File: src/rtl/pwr_mode_pkg.sv
package pwr_mode_pkg;

  // Mode codes double as a depth rank: a larger code powers fewer functions.
  typedef enum logic [1:0] {
    MODE_FULL = 2'd0,
    MODE_BATT = 2'd1,
    MODE_DISP = 2'd2,
    MODE_REST = 2'd3
  } pmode_t;

  localparam int FN_COUNT  = 6;
  localparam int FN_CLOCK  = 0;
  localparam int FN_WTIMER = 1;
  localparam int FN_DISP   = 2;
  localparam int FN_UART   = 3;
  localparam int FN_EEPROM = 4;
  localparam int FN_METER  = 5;

  // Deepest mode in which a function still runs.
  function automatic logic [1:0] fn_deepest(input int idx);
    case (idx)
      FN_CLOCK, FN_WTIMER: fn_deepest = MODE_REST;
      FN_DISP:             fn_deepest = MODE_DISP;
      FN_UART, FN_EEPROM:  fn_deepest = MODE_BATT;
      default:             fn_deepest = MODE_FULL;
    endcase
  endfunction

endpackage

File: src/rtl/pwr_rst_sync.sv
module pwr_rst_sync #(
  parameter int STAGES = 2
) (
  input  logic clk,
  input  logic rst_n,
  output logic rst_sync_n
);
  logic [STAGES-1:0] chain_q;
  logic [STAGES-1:0] chain_nxt;

  always_comb begin
    chain_nxt = {chain_q[STAGES-2:0], 1'b1};
  end

  always_ff @(posedge clk or negedge rst_n) begin
    if (!rst_n) chain_q <= '0;
    else        chain_q <= chain_nxt;
  end

  assign rst_sync_n = chain_q[STAGES-1];
endmodule

File: src/rtl/pwr_btn_sync.sv
module pwr_btn_sync #(
  parameter int SYNC_STAGES = 2
) (
  input  logic clk,
  input  logic rst_n,
  input  logic pin_i,
  output logic rise_o
);
  localparam int SH_W = SYNC_STAGES + 1;

  logic [SH_W-1:0] sh_q;
  logic [SH_W-1:0] sh_nxt;

  always_comb begin
    sh_nxt = {sh_q[SH_W-2:0], pin_i};
  end

  always_ff @(posedge clk or negedge rst_n) begin
    if (!rst_n) sh_q <= '0;
    else        sh_q <= sh_nxt;
  end

  // Newest synchronized sample high, previous one low.
  assign rise_o = sh_q[SYNC_STAGES-1] & ~sh_q[SYNC_STAGES];
endmodule

File: src/rtl/pwr_ctrl_regs.sv
module pwr_ctrl_regs #(
  parameter int          ADDR_W    = 4,
  parameter int          DATA_W    = 8,
  parameter int          DIV_W     = 3,
  parameter logic [3:0]  CTRL_ADDR = 4'h9,
  parameter logic [3:0]  FLAG_ADDR = 4'h8
) (
  input  logic              clk,
  input  logic              rst_n,
  input  logic              wr_i,
  input  logic [ADDR_W-1:0] addr_i,
  input  logic [DATA_W-1:0] wdata_i,
  input  logic              pb_evt_i,
  input  logic              wake_evt_i,
  output logic              rest_req_o,
  output logic              disp_req_o,
  output logic [DIV_W-1:0]  div_o,
  output logic              pb_flag_o,
  output logic              wake_flag_o
);
  localparam int REST_BIT = 6;
  localparam int DISP_BIT = 5;
  localparam int PB_BIT   = 4;
  localparam int WK_BIT   = 5;

  logic             ctrl_hit;
  logic             flag_hit;
  logic [DIV_W-1:0] div_q, div_nxt;
  logic             div_en;
  logic             pb_q, pb_nxt;
  logic             wk_q, wk_nxt;
  logic             flag_en;

  assign ctrl_hit = wr_i && (addr_i == ADDR_W'(CTRL_ADDR));
  assign flag_hit = wr_i && (addr_i == ADDR_W'(FLAG_ADDR));

  // Requests are one-cycle pulses, not stored.
  assign rest_req_o = ctrl_hit & wdata_i[REST_BIT];
  assign disp_req_o = ctrl_hit & wdata_i[DISP_BIT];

  always_comb begin
    div_en  = ctrl_hit;
    div_nxt = wdata_i[DIV_W-1:0];
  end

  always_comb begin
    flag_en = flag_hit | pb_evt_i | wake_evt_i;
    pb_nxt  = pb_evt_i   | (pb_q & (~flag_hit | wdata_i[PB_BIT]));
    wk_nxt  = wake_evt_i | (wk_q & (~flag_hit | wdata_i[WK_BIT]));
  end

  always_ff @(posedge clk or negedge rst_n) begin
    if (!rst_n) begin
      div_q <= '0;
    end else if (div_en) begin
      div_q <= div_nxt;
    end
  end

  always_ff @(posedge clk or negedge rst_n) begin
    if (!rst_n) begin
      pb_q <= 1'b0;
      wk_q <= 1'b0;
    end else if (flag_en) begin
      pb_q <= pb_nxt;
      wk_q <= wk_nxt;
    end
  end

  assign div_o       = div_q;
  assign pb_flag_o   = pb_q;
  assign wake_flag_o = wk_q;
endmodule

File: src/rtl/pwr_mode_fsm.sv
module pwr_mode_fsm
  import pwr_mode_pkg::*;
(
  input  logic   clk,
  input  logic   rst_n,
  input  logic   sys_pwr_i,
  input  logic   bat_ok_i,
  input  logic   wake_i,
  input  logic   rest_req_i,
  input  logic   disp_req_i,
  output pmode_t mode_o
);
  pmode_t mode_q, mode_nxt;
  logic   mode_en;

  always_comb begin
    mode_nxt = mode_q;
    if (sys_pwr_i) begin
      mode_nxt = MODE_FULL;
    end else if (!bat_ok_i) begin
      mode_nxt = MODE_REST;
    end else begin
      case (mode_q)
        MODE_FULL: mode_nxt = MODE_BATT;
        MODE_BATT: begin
          if (rest_req_i)      mode_nxt = MODE_REST;
          else if (disp_req_i) mode_nxt = MODE_DISP;
        end
        MODE_DISP, MODE_REST: begin
          if (wake_i) mode_nxt = MODE_BATT;
        end
        default: mode_nxt = MODE_REST;
      endcase
    end
    mode_en = (mode_nxt != mode_q);
  end

  always_ff @(posedge clk or negedge rst_n) begin
    if (!rst_n)       mode_q <= MODE_REST;
    else if (mode_en) mode_q <= mode_nxt;
  end

  assign mode_o = mode_q;
endmodule

File: src/rtl/pwr_fn_decode.sv
module pwr_fn_decode
  import pwr_mode_pkg::*;
(
  input  pmode_t              mode_i,
  output logic [FN_COUNT-1:0] fn_en_o,
  output logic                clk_sel_o,
  output logic                mpu_run_o
);
  for (genvar g = 0; g < FN_COUNT; g++) begin : g_fn
    localparam logic [1:0] DEEP = fn_deepest(g);
    assign fn_en_o[g] = (mode_i <= DEEP);
  end

  assign clk_sel_o = (mode_i != MODE_FULL);
  assign mpu_run_o = (mode_i <= MODE_BATT);
endmodule

File: src/rtl/pwr_mode_ctrl.sv
module pwr_mode_ctrl
  import pwr_mode_pkg::*;
#(
  parameter int         ADDR_W      = 4,
  parameter int         DATA_W      = 8,
  parameter int         DIV_W       = 3,
  parameter int         SYNC_STAGES = 2,
  parameter int         RST_STAGES  = 2,
  parameter logic [3:0] CTRL_ADDR   = 4'h9,
  parameter logic [3:0] FLAG_ADDR   = 4'h8
) (
  input  logic              clk,
  input  logic              rst_n,
  input  logic              sys_pwr_i,
  input  logic              bat_ok_i,
  input  logic              pbtn_i,
  input  logic              wake_tmo_i,
  input  logic              bus_wr_i,
  input  logic [ADDR_W-1:0] bus_addr_i,
  input  logic [DATA_W-1:0] bus_wdata_i,
  output logic [1:0]        mode_o,
  output logic [5:0]        func_en_o,
  output logic              clk_sel_o,
  output logic              mpu_run_o,
  output logic [DIV_W-1:0]  mpu_div_o,
  output logic              pb_flag_o,
  output logic              wake_flag_o
);
  logic   rst_sync_n;
  logic   pb_evt;
  logic   rest_req, disp_req;
  pmode_t mode;

  pwr_rst_sync #(.STAGES(RST_STAGES)) u_rst (
    .clk(clk), .rst_n(rst_n), .rst_sync_n(rst_sync_n)
  );

  pwr_btn_sync #(.SYNC_STAGES(SYNC_STAGES)) u_btn (
    .clk(clk), .rst_n(rst_sync_n), .pin_i(pbtn_i), .rise_o(pb_evt)
  );

  pwr_ctrl_regs #(
    .ADDR_W(ADDR_W), .DATA_W(DATA_W), .DIV_W(DIV_W),
    .CTRL_ADDR(CTRL_ADDR), .FLAG_ADDR(FLAG_ADDR)
  ) u_regs (
    .clk(clk), .rst_n(rst_sync_n),
    .wr_i(bus_wr_i), .addr_i(bus_addr_i), .wdata_i(bus_wdata_i),
    .pb_evt_i(pb_evt), .wake_evt_i(wake_tmo_i),
    .rest_req_o(rest_req), .disp_req_o(disp_req),
    .div_o(mpu_div_o), .pb_flag_o(pb_flag_o), .wake_flag_o(wake_flag_o)
  );

  pwr_mode_fsm u_fsm (
    .clk(clk), .rst_n(rst_sync_n),
    .sys_pwr_i(sys_pwr_i), .bat_ok_i(bat_ok_i),
    .wake_i(pb_evt | wake_tmo_i),
    .rest_req_i(rest_req), .disp_req_i(disp_req),
    .mode_o(mode)
  );

  pwr_fn_decode u_dec (
    .mode_i(mode), .fn_en_o(func_en_o),
    .clk_sel_o(clk_sel_o), .mpu_run_o(mpu_run_o)
  );

  assign mode_o = mode;
endmodule

File: config.mk
export PLATFORM = sky130hd
export DESIGN_NAME = pwr_mode_ctrl
export DESIGN_NICKNAME = d
export VERILOG_FILES = /design/src/rtl/pwr_mode_pkg.sv /design/src/rtl/pwr_rst_sync.sv /design/src/rtl/pwr_btn_sync.sv /design/src/rtl/pwr_ctrl_regs.sv /design/src/rtl/pwr_mode_fsm.sv /design/src/rtl/pwr_fn_decode.sv /design/src/rtl/pwr_mode_ctrl.sv
export SDC_FILE = /design/constraint.sdc
export NUM_CORES = 1
export LEC_CHECK = 0
export ABC_AREA = 1
export ABC_CLOCK_PERIOD_IN_PS = 1000
export BUFFER_PORTS_ARGS = -buffer_cell sky130_fd_sc_hd__clkbuf_2
export CELL_PAD_IN_SITES_DETAIL_PLACEMENT = 1
export CELL_PAD_IN_SITES_GLOBAL_PLACEMENT = 1
export CORE_ASPECT_RATIO = 0.8
export CORE_UTILIZATION = 25
export CTS_BUF_LIST = sky130_fd_sc_hd__clkbuf_8
export DETAILED_ROUTE_END_ITERATION = 10
export GPL_TIMING_DRIVEN = 0
export PLACE_DENSITY = 0.75
export SYNTH_ARGS = -nofsm -noshare
export SYNTH_HDL_FRONTEND = slang
export SYNTH_SLANG_ARGS = --single-unit
File: constraint.sdc
create_clock -name clk -period 1 [get_ports clk]
set_input_delay 0.25 -clock clk [delete_from_list [all_inputs] [get_ports clk]]
set_output_delay 0.25 -clock clk [all_outputs]
set_load 0.01 [all_outputs]
==> impl_summary.txt <==
----------------------------------------------------
[Timing]
  Fraction of the cycle the final worst path needs ... 136%
  Number of max-slew violations in the final report ... 0
  Number of failing setup endpoints in the final timing report ... 11
  Final Worst Setup Slack ... -0.358 ns
  Number of hold-slack violations in the final timing report ... 0
  Max Clock Freq ... ~740 MHz
  Period minus WS final ... 1.36 ns
  Hold slack ... 0.122 ns
  Setup repair after global routing missed its margin ... true
  Worst clock skew on the final layout ... roughly 0.0042 ns

[Critical path]
  End of the worst register-to-register path ... u_fsm.mode_o[0]$_DFFE_PN1P_
  Most common cell on crit path ... sky130_fd_sc_hd__buf_6
  Critical Path Sink Type ... output pin
  RR Startpoint ... u_fsm.mode_o[0]$_DFFE_PN1P_
  CP delay by family, top ... flip-flops
  Series of cell instances along the critical path ... inv_4, buf_6, buf_6
  Largest fanout on the critical path ... 5
  Path depth of the worst reg2reg path ... 7
  CP Launch Type ... flop
  CP Buf/Inv Count ... 3
  Register-to-register setup slack ... -0.21 ns
  Slowest stage cell, crit path ... sky130_fd_sc_hd__dfstp_2
  Max incr delay on CP ... a little under 0.6 ns
  Required time at the worst-slack endpoint ... 0.75 ns
  Category of the most critical setup path ... flop to output pin
  Arr. time, crit path ... 1.11 ns

[Clocking]
  Clock tree from TritonCTS ... yes
  Clock input transition at the sequential cells of the worst setup and hold paths ... approximately 0.050 ns
  Inserted Clock Buffers ... 3
  Clock sink count ... 12
  CTS root buffer ... sky130_fd_sc_hd__clkbuf_8
  Skew-Pair Late Insertion Delay ... 0.24 ns
  Level count of the clock H-tree ... 1
  Max clock buf depth ... 2

[Synth]
  Share of synthesized area spent on multiplexers ... 0%
  Xor/xnor cell area share of the yosys netlist ... 0%
  Dominant combinational cell family by area after synthesis ... simple AND/OR/NAND/NOR gates
  Compound-gate portion of the synthesized area ... slightly above 8%
  Average instance area after synthesis ... between 8 and 9 um^2
  Count of unique library cells instantiated by Yosys ... 17
  Netlist area before placement ... 538 um^2
  Arithmetic-cell share of the synthesized area counting full adders, half adders and majority gates ... 0%
  Number of register bits inferred by synthesis ... 12
  Yosys Warn Count ... 0
  Proportion of synthesized chip area in sequential cells ... a little under three fifths
  Area fraction in and, or, nand and nor cells after synthesis ... between 20% and 30%
  Post-synthesis instance total ... 60

[Routing]
  Drt drc ... 0
  Vias/cell ... ~4.2
  Count of vias placed by the detailed router ... 528
  Starting DRC count in detailed routing ... 2
  Wire length after detailed routing ... roughly 1300 um
  First-pass DRT Iterations ... 3
  Count of antenna-violating nets left after detailed routing ... 0
  Average detailed-routed wire length per instance ... between 10 and 15 um

[Power and ir drop]
  Total leakage power ... between 0.4 and 0.5 nW
  Worst IR drop on VDD ... ~0.0011 V
  Final total power ... about 1.3 mW
  Cell Pwr Density ... about 1500 nW/um^2

[Hold path]
  Path type of the worst min-delay path ... primary input to flop
  Start point of the worst hold path ... pbtn_i
  Hold worst-path end ... u_btn.sh_q[0]$_DFF_PN0_
  WHS Path Cells ... 1

[Job]
  Total of max-cap violations ... 0

[GRT]
  Top Usage Layer GRT ... met2
  Congestion Overflow GR ... 0
  Number of global-route vias before repair ... ~500
  Grt met1 use ... roughly 14%
  M2 GR Usage ... between 20% and 30%
  Maximum number of pins on one net before global-route repair ... 11
  Initial antenna violation count ... 0
  Global-route wire length before repair ... ~2100 um
  Global router's overall resource usage ... approximately 13%
  Fraction of met3 tracks used by global routing ... 4.56%

[Run status]
  Failing checks ... setup timing
  Result of the run ... finished with violations

[Finish]
  Count of placed standard cells in the final layout, fillers left out ... 126
  Number of fillers in the final layout ... ~240
  Number of nets in the layout ... about 120
  Leading cell type in the layout, fill and taps excluded ... sky130_fd_sc_hd__clkbuf_2
  Diodes inserted ... 0
  Share of final-layout standard cells stronger than drive strength 1 ... around 56%
  Area Growth Syn to Fin ... 64.4%
  Most used cells in the layout excluding fill and tap cells ... sky130_fd_sc_hd__clkbuf_2 (23), sky130_fd_sc_hd__nand2_1 (16), sky130_fd_sc_hd__dfrtp_1 (10)

[Floorplanning]
  Row count ... 14
  # IOs ... 34
  Die Span Y ... between 40 and 50 um
  Total die area ... approximately 2300 um^2
  Starting density of the core ... between 20% and 30%
  Standard cell core area ... a little under 2000 um^2
  Width of the chip ... ~54 um

[Place]
  Cell count after placement ... 115
  Placer congestion estimate ... 0.687
  Quantity of I/O buffers inserted on ports ... 29
  Final HPWL DP ... just over 1000 um

----------------------------------------------------
## Yosys cell counts
cell type / instances / share of area, %
sky130_fd_sc_hd__a21oi_1: 2 / 1.9
sky130_fd_sc_hd__a21oi_2: 2 / 3.3
sky130_fd_sc_hd__a31oi_1: 1 / 1.2
sky130_fd_sc_hd__buf_4: 4 / 5.6
sky130_fd_sc_hd__conb_1: 1 / 0.70
sky130_fd_sc_hd__dfrtp_1: 10 / 47
sky130_fd_sc_hd__dfstp_2: 2 / 9.8
sky130_fd_sc_hd__inv_1: 9 / 6.3
sky130_fd_sc_hd__inv_2: 1 / 0.70
sky130_fd_sc_hd__nand2_1: 17 / 12
sky130_fd_sc_hd__nand2_2: 2 / 2.3
sky130_fd_sc_hd__nand3_1: 1 / 0.93
sky130_fd_sc_hd__nand3_2: 1 / 1.9
sky130_fd_sc_hd__nand4_1: 1 / 1.2
sky130_fd_sc_hd__nor2_1: 3 / 2.1
sky130_fd_sc_hd__nor2_4: 1 / 2.1
sky130_fd_sc_hd__o21ai_0: 2 / 1.9
## worst max path at each step
| stage | start | depth (start not counted) | end | slack, ns |
|---|---|---|---|---|
| 2_1_floorplan | u_fsm.mode_o[1]$_DFFE_PN1P_ | 2 | func_en_o[3] | -0.05 |
| 3_3_place_gp | u_fsm.mode_o[1]$_DFFE_PN1P_ | 3 | func_en_o[3] | -0.13 |
| 3_5_place_dp | u_fsm.mode_o[1]$_DFFE_PN1P_ | 3 | func_en_o[3] | -0.14 |
| 4_1_cts | u_fsm.mode_o[1]$_DFFE_PN1P_ | 3 | func_en_o[4] | -0.36 |
| 5_1_grt | u_fsm.mode_o[1]$_DFFE_PN1P_ | 3 | func_en_o[4] | -0.39 |
| 6_report | u_fsm.mode_o[1]$_DFFE_PN1P_ | 3 | func_en_o[4] | -0.36 |
## sequential cells by signal, summed over array words and instances, names as in the netlist
name and cells:
u_regs.wake_flag_o 1, u_regs.pb_flag_o 1, u_regs.div_o 3, u_fsm.mode_o 2, u_rst.chain_q 2, u_btn.sh_q 3
## kinds of logic (layout without fill, tap and decap cells)
logic type,after synthesis,in the layout
and+or+nand+nor,26,26
buffers and inverters,14,54
DFF,12,12
AOI/OAI and AO/OA,7,7
other,1,3
## worst reg2reg max path, delay by kind of cell (launching register included)
kind / cells / cell delay, ns
DFF: 1 / 0.59
buffers and inverters: 2 / 0.22
AOI/OAI and AO/OA: 1 / 0.05
and+or+nand+nor: 4 / 0.27
## repair_timing
| item | CTS | global route |
|---|---|---|
| setup endpoints to repair | 13 | 15 |
| resized for setup | 4 | 10 |
| hold buffers | 1 | 0 |
| hold endpoints to repair | 2 | 0 |
| pin swaps | 4 | 3 |
| buffers inserted | 5 | 2 |
| gates cloned | 0 | 0 |
## stage by stage
stage	utilization (%)	setup TNS [ns]	instance area, um^2	worst slack, ns
after floorplan	-	-0.0970	558	-0.0456
after global placement	37.7	-0.410	733	-0.126
after detailed placement	37.7	-0.524	733	-0.138
after CTS	44.0	-2.53	856	-0.360
after global routing	45.5	-3.03	885	-0.388
final	45.5	-2.54	885	-0.358
## final cells by class
| cell class | instances | area, um^2 | area share, % |
|---|---|---|---|
| repair buffers | 36 | 233 | 26.3 |
| plain buffers | 4 | 37.5 | 4.24 |
| flip-flops and latches | 12 | 303 | 34.2 |
| clock buffers | 4 | 55.1 | 6.22 |
| well taps | 24 | 30.0 | 3.39 |
| inverters | 10 | 40.0 | 4.53 |
| multi-input cells | 36 | 186 | 21.1 |
## per-layer routing
| metal | routed length (um) | up-vias |
|---|---|---|
| li1 | - | 261 |
| met1 | 508 | 250 |
| met2 | 748 | 17 |
| met3 | 69 | 0 |
| met4 | 0 | 0 |
| met5 | 0 | - |
## power by group
group          switching (mW)  internal, mW  leakage, nW  total, mW
sequential             0.0344         0.533        0.135      0.567
clock                   0.172         0.347       0.0288      0.520
combinational           0.117         0.137        0.305      0.254
total                   0.324          1.02        0.469       1.34
Power figures use the tool's default switching activity.
